===== config.mk =====
export PLATFORM = sky130hd
export DESIGN_NAME = pulse_acc_top
export DESIGN_NICKNAME = d
export VERILOG_FILES = /design/src/rtl/pa_pkg.sv /design/src/rtl/pa_sync.sv /design/src/rtl/pa_qualify.sv /design/src/rtl/pa_counter.sv /design/src/rtl/pa_flag.sv /design/src/rtl/pulse_acc_top.sv
export SDC_FILE = /design/constraint.sdc
export NUM_CORES = 1
export LEC_CHECK = 0
export BUFFER_PORTS_ARGS = -buffer_cell sky130_fd_sc_hd__buf_4
export CAP_MARGIN = 20
export CORE_ASPECT_RATIO = 1.1
export CORE_MARGIN = 10
export CORE_UTILIZATION = 40
export CTS_CLUSTER_DIAMETER = 120
export DETAILED_ROUTE_END_ITERATION = 10
export GPL_ROUTABILITY_DRIVEN = 0
export PLACE_DENSITY = 0.65
export SLEW_MARGIN = 10
export SYNTH_ARGS = -nofsm -noshare
export SYNTH_HDL_FRONTEND = slang
export SYNTH_SLANG_ARGS = --single-unit

===== constraint.sdc =====
create_clock -name clk -period 2.3 [get_ports clk]
set_input_delay 0 -clock clk [delete_from_list [all_inputs] [get_ports clk]]
set_output_delay 0 -clock clk [all_outputs]
set_load 0.1 [all_outputs]

===== src/rtl/pa_pkg.sv =====
package pa_pkg;
   typedef enum logic {
      PA_MODE_EVENT = 1'b0,
      PA_MODE_GATED = 1'b1
   } pa_mode_e;

   typedef struct packed {
      logic rise;
      logic fall;
      logic level;
   } pa_pin_ev_t;
endpackage


===== src/rtl/pa_sync.sv =====
module pa_sync #(
   parameter int STAGES = 2
) (
   input  logic clk,
   input  logic rst_n,
   input  logic d_in,
   output logic q_out
);
   logic [STAGES-1:0] chain_q;

   generate
      if (STAGES < 2) begin : g_bad_depth
         $error("pa_sync: STAGES must be at least 2");
      end
   endgenerate

   genvar gi;
   generate
      for (gi = 0; gi < STAGES; gi++) begin : g_stage
         always_ff @(posedge clk) begin
            if (!rst_n) begin
               chain_q[gi] <= 1'b0;
            end else if (gi == 0) begin
               chain_q[gi] <= d_in;
            end else begin
               chain_q[gi] <= chain_q[(gi == 0) ? 0 : gi-1];
            end
         end
      end
   endgenerate

   assign q_out = chain_q[STAGES-1];
endmodule


===== src/rtl/pa_qualify.sv =====
module pa_qualify
   import pa_pkg::*;
(
   input  logic     clk,
   input  logic     rst_n,
   input  logic     pin_sync,
   input  logic     slow_tick,
   input  logic     en,
   input  pa_mode_e mode,
   input  logic     pol,
   output logic     inc,
   output logic     edge_set
);
   logic       pin_prev;
   pa_pin_ev_t ev;
   logic       active_edge;
   logic       trailing_edge;

   always_ff @(posedge clk) begin
      if (!rst_n) pin_prev <= 1'b0;
      else        pin_prev <= pin_sync;
   end

   always_comb begin
      ev.rise  = pin_sync & ~pin_prev;
      ev.fall  = ~pin_sync & pin_prev;
      ev.level = (pin_sync == pol);
      active_edge   = pol ? ev.rise : ev.fall;
      trailing_edge = pol ? ev.fall : ev.rise;
      inc      = 1'b0;
      edge_set = 1'b0;
      if (en) begin
         unique case (mode)
            PA_MODE_EVENT: begin
               inc      = active_edge;
               edge_set = active_edge;
            end
            PA_MODE_GATED: begin
               inc      = slow_tick & ev.level;
               edge_set = trailing_edge;
            end
            default: begin
               inc      = 1'b0;
               edge_set = 1'b0;
            end
         endcase
      end
   end
endmodule


===== src/rtl/pa_counter.sv =====
module pa_counter #(
   parameter int CNT_W = 8
) (
   input  logic             clk,
   input  logic             rst_n,
   input  logic             inc,
   input  logic             wr,
   input  logic [CNT_W-1:0] wdata,
   output logic [CNT_W-1:0] cnt,
   output logic             wrap
);
   logic [CNT_W-1:0] cnt_plus;
   logic             carry;

   assign {carry, cnt_plus} = {1'b0, cnt} + {{CNT_W{1'b0}}, 1'b1};
   assign wrap = inc & ~wr & carry;

   always_ff @(posedge clk) begin
      if (!rst_n)   cnt <= '0;
      else if (wr)  cnt <= wdata;
      else if (inc) cnt <= cnt_plus;
   end
endmodule


===== src/rtl/pa_flag.sv =====
module pa_flag (
   input  logic clk,
   input  logic rst_n,
   input  logic set,
   input  logic clr,
   input  logic ie,
   output logic flag,
   output logic irq
);
   always_ff @(posedge clk) begin
      if (!rst_n)   flag <= 1'b0;
      else if (set) flag <= 1'b1;
      else if (clr) flag <= 1'b0;
   end

   assign irq = flag & ie;
endmodule


===== src/rtl/pulse_acc_top.sv =====
module pulse_acc_top
   import pa_pkg::*;
#(
   parameter int CNT_W       = 8,
   parameter int SYNC_STAGES = 2
) (
   input  logic             clk,
   input  logic             rst_n,
   input  logic             pin_in,
   input  logic             slow_tick,
   input  logic             cfg_en,
   input  logic             cfg_gated,
   input  logic             cfg_pol,
   input  logic             cnt_wr,
   input  logic [CNT_W-1:0] cnt_wdata,
   input  logic             ovf_clr,
   input  logic             edge_clr,
   input  logic             ovf_ie,
   input  logic             edge_ie,
   output logic [CNT_W-1:0] cnt_q,
   output logic             ovf_flag,
   output logic             edge_flag,
   output logic             ovf_irq,
   output logic             edge_irq
);
   generate
      if (CNT_W < 2) begin : g_bad_width
         $error("pulse_acc_top: CNT_W must be at least 2");
      end
   endgenerate

   logic     pin_s;
   logic     inc;
   logic     edge_set;
   logic     wrap;
   pa_mode_e mode;

   assign mode = pa_mode_e'(cfg_gated);

   pa_sync #(.STAGES(SYNC_STAGES)) u_sync (
      .clk   (clk),
      .rst_n (rst_n),
      .d_in  (pin_in),
      .q_out (pin_s)
   );

   pa_qualify u_qual (
      .clk       (clk),
      .rst_n     (rst_n),
      .pin_sync  (pin_s),
      .slow_tick (slow_tick),
      .en        (cfg_en),
      .mode      (mode),
      .pol       (cfg_pol),
      .inc       (inc),
      .edge_set  (edge_set)
   );

   pa_counter #(.CNT_W(CNT_W)) u_cnt (
      .clk   (clk),
      .rst_n (rst_n),
      .inc   (inc),
      .wr    (cnt_wr),
      .wdata (cnt_wdata),
      .cnt   (cnt_q),
      .wrap  (wrap)
   );

   pa_flag u_ovf (
      .clk   (clk),
      .rst_n (rst_n),
      .set   (wrap),
      .clr   (ovf_clr),
      .ie    (ovf_ie),
      .flag  (ovf_flag),
      .irq   (ovf_irq)
   );

   pa_flag u_edge (
      .clk   (clk),
      .rst_n (rst_n),
      .set   (edge_set),
      .clr   (edge_clr),
      .ie    (edge_ie),
      .flag  (edge_flag),
      .irq   (edge_irq)
   );
endmodule


==> impl_metrics.tcl <==
set metrics [dict create \
    leakage_nw 0.456 \
    cts.sinks 13 \
    final_cell_mix "31 x buf_4, 13 x dfxtp_1, 9 x o21ai_0" \
    io_pins 32 \
    cts.reportedPaths.clkPinSlew_ns 0.09 \
    p_int_mw 0.359 \
    clock.fmax_ghz 0.703 \
    antenna_found_initial 0 \
    cts_root_buf "clkbuf_4" \
    syn_nets 114 \
    tns_ns 0 \
    power.sequential.fraction_pct 44.0 \
    cts_buffers 3 \
    portBuffers 31 \
    drt_iter0_drc 10 \
    setup_ws_ns 0.877 \
    synth_ff_type "dfxtp_1" \
    avgSynthCellArea_um2 8.91 \
    fin_util_pct 56.1 \
    antenna_cells 0 \
    ys_warn_count 0 \
    drc 0 \
    synth-seq-cells 13 \
    power.clock.fraction_pct 25.2 \
    wl_per_cell_um 14.2 \
    crit_required_ns 2.47 \
    die-height_um 67.7 \
    synth_cell_types 37 \
    min-delay-start "cnt_wdata[0]" \
    min_path_cells 3 \
    avgViaCountPerCell 5.21 \
    finalNetCount 149 \
    maxCapViolCount 0 \
    cp.arrival_ns 1.59 \
    cts_tree "done" \
    initial_utilization_pct 41.4 \
    synth-edff-count 0 \
    power_frac_comb_pct 30.8 \
    start_kind "flop" \
    fin_area_um2 1120 \
    grt_usage_pct 10.6 \
    r2r_end "u_cnt.cnt[6]" \
    dp_hpwl_um 1710 \
    async_reset_ff_share_pct 0 \
    path_max_fanout 7 \
    die_area_um2 4290 \
    synthesis.area_um2 828 \
    vias 808 \
    place_area_um2 1070 \
    ctsLongestPathBuffers 2 \
    r2r_cells 4 \
    firstDrtPassIters 4 \
    p_sw_share_pct 37.2 \
    status "finished, final reports clean" \
    min_to "u_cnt.cnt[0]" \
    slew_headroom_pct 70.3 \
    finalClockSkew_ns 0.00477 \
    post_cts_buffers 0 \
    clk_latency_ns 0.28 \
    drt-total-wl_um 2200 \
    finalMaxSlewViolations 0 \
    post-route-min-period_ns 1.42 \
    syn_inst 93 \
    core_area_um2 2000 \
    reg2reg_slack_ns 0.88 \
    period_share_pct 61.9 \
    grt_pass1_vias 796 \
    grt_pass1_wl_um 3720 \
    vdd_ir_drop_max_mv 0.353 \
    crit_path_end_kind "flop" \
    p_sw_mw 0.212 \
    rsz0062_at_grt "no" \
    grt_overflow 0 \
    ys_seq_area_share_pct 31.4 \
    dpl.cell_count 149 \
    whs_ns 0.0142 \
    postRouteAntennaNets 0 \
    htreeDepth 1 \
    path_class "reg -> reg" \
    finalSetupViolCount 0 \
    power.total_mw 0.571 \
    pwr_density_cell_nw_per_um2 509 \
    hp-class "in -> reg" \
    rows 17 \
    layout-drive-gt1-share_pct 36.2 \
    area_delta_synth_final_pct 35.5 \
    fin_cells 155 \
    hold_violations 0 \
    r2r_start "u_qual.pin_prev" \
    dp_slack_ns 0.895 \
    final_common_cell "buf_4" \
    die_w_um 63.4 \
    grt_start_max_net_pins 16 \
    worst_pin_slew_ns 0.446 \
]
==> flip-flops by register name, indices dropped and copies added, names as in the netlist <==
signal           count
u_edge.flag          1
u_sync.q_out         1
u_cnt.cnt            8
u_sync.chain_q       1
u_ovf.flag           1
u_qual.pin_prev      1
==> Yosys cell counts, types with 2 or more instances <==
| library cell | instances | area share (%) |
|---|---|---|
| a2111oi_0 | 2 | 2.1 |
| a211oi_1 | 3 | 2.7 |
| a211oi_2 | 3 | 4.5 |
| a21o_1 | 4 | 3.6 |
| a21oi_1 | 2 | 1.2 |
| a31oi_1 | 2 | 1.5 |
| and2_1 | 5 | 3.8 |
| dfxtp_1 | 13 | 31 |
| dlygate4sd1_1 | 2 | 2.1 |
| inv_1 | 3 | 1.4 |
| nand2_1 | 2 | 0.91 |
| nand2b_1 | 2 | 1.5 |
| nand3_1 | 7 | 4.2 |
| nor2_1 | 7 | 3.2 |
| nor2b_1 | 3 | 2.3 |
| o2111a_1 | 3 | 4.1 |
| o211ai_1 | 2 | 1.8 |
| o21ai_0 | 9 | 5.4 |
==> power by group through the flow <==
stage / clock network (mW) / registers [mW] / logic, mW
after global placement: 0 / 0.255 / 0.173
final: 0.144 / 0.251 / 0.176
after detailed placement: 0 / 0.256 / 0.174
after global routing: 0.163 / 0.253 / 0.187
after floorplan: 0 / 0.327 / 0.0483
after CTS: 0.150 / 0.251 / 0.177
==> repair_timing <==
action / 4_1_cts / 5_1_grt
resized for setup: 0 / 0
hold endpoints to repair: 2 / 0
hold buffers: 2 / 0
==> cell type report <==
| class | instances | area (um^2) |
|---|---|---|
| Fill cell | 186 | 877 |
| Multi-Input combinational cell | 73 | 532 |
| Sequential cell | 13 | 260 |
| Timing Repair Buffer | 33 | 253 |
| Tap cell | 28 | 35.0 |
| Clock buffer | 3 | 22.5 |
| Inverter | 4 | 15.0 |
| Clock inverter | 1 | 5.00 |
==> worst max path at each step <==
stage	start	end	cells past startpoint
3_5_place_dp	u_qual.pin_prev	u_cnt.cnt[6]	4
4_1_cts	u_qual.pin_prev	u_cnt.cnt[6]	4
5_1_grt	u_qual.pin_prev	u_cnt.cnt[6]	4
6_report	u_qual.pin_prev	u_cnt.cnt[6]	4
3_3_place_gp	u_qual.pin_prev	u_cnt.cnt[6]	4
2_1_floorplan	u_cnt.cnt[2]	u_cnt.cnt[6]	4
==> critical path: stages (launching register included) <==
cell	delay [ns]
dfxtp_1	0.34
nor2_1	0.20
o2111ai_2	0.27
a2111oi_4	0.43
a211oi_2	0.07
==> layer usage <==
layer  vias up  part of all wire [%]  global-route usage (%)
met5         -                     0                       0
li1        424                     -                       -
met1       369                    45                    11.8
met3         2                   4.0                    3.47
met2        13                    51                    18.7
met4         0                  0.64                    4.10
==> kinds of logic (layout without fill, tap and decap cells) <==
logic type | after synthesis | in the layout | synth area share, %
and+or+nand+nor | 34 | 34 | 23.9
xor gates and xnor gates | 1 | 1 | 1.06
DFF | 13 | 13 | 31.4
muxes | 2 | 2 | 3.02
buffers and inverters | 7 | 41 | 4.38
adders and majority gates | 1 | 1 | 1.51
AOI/OAI and AO/OA | 35 | 35 | 34.7
Note: power is estimated with default switching activity, not from simulation.
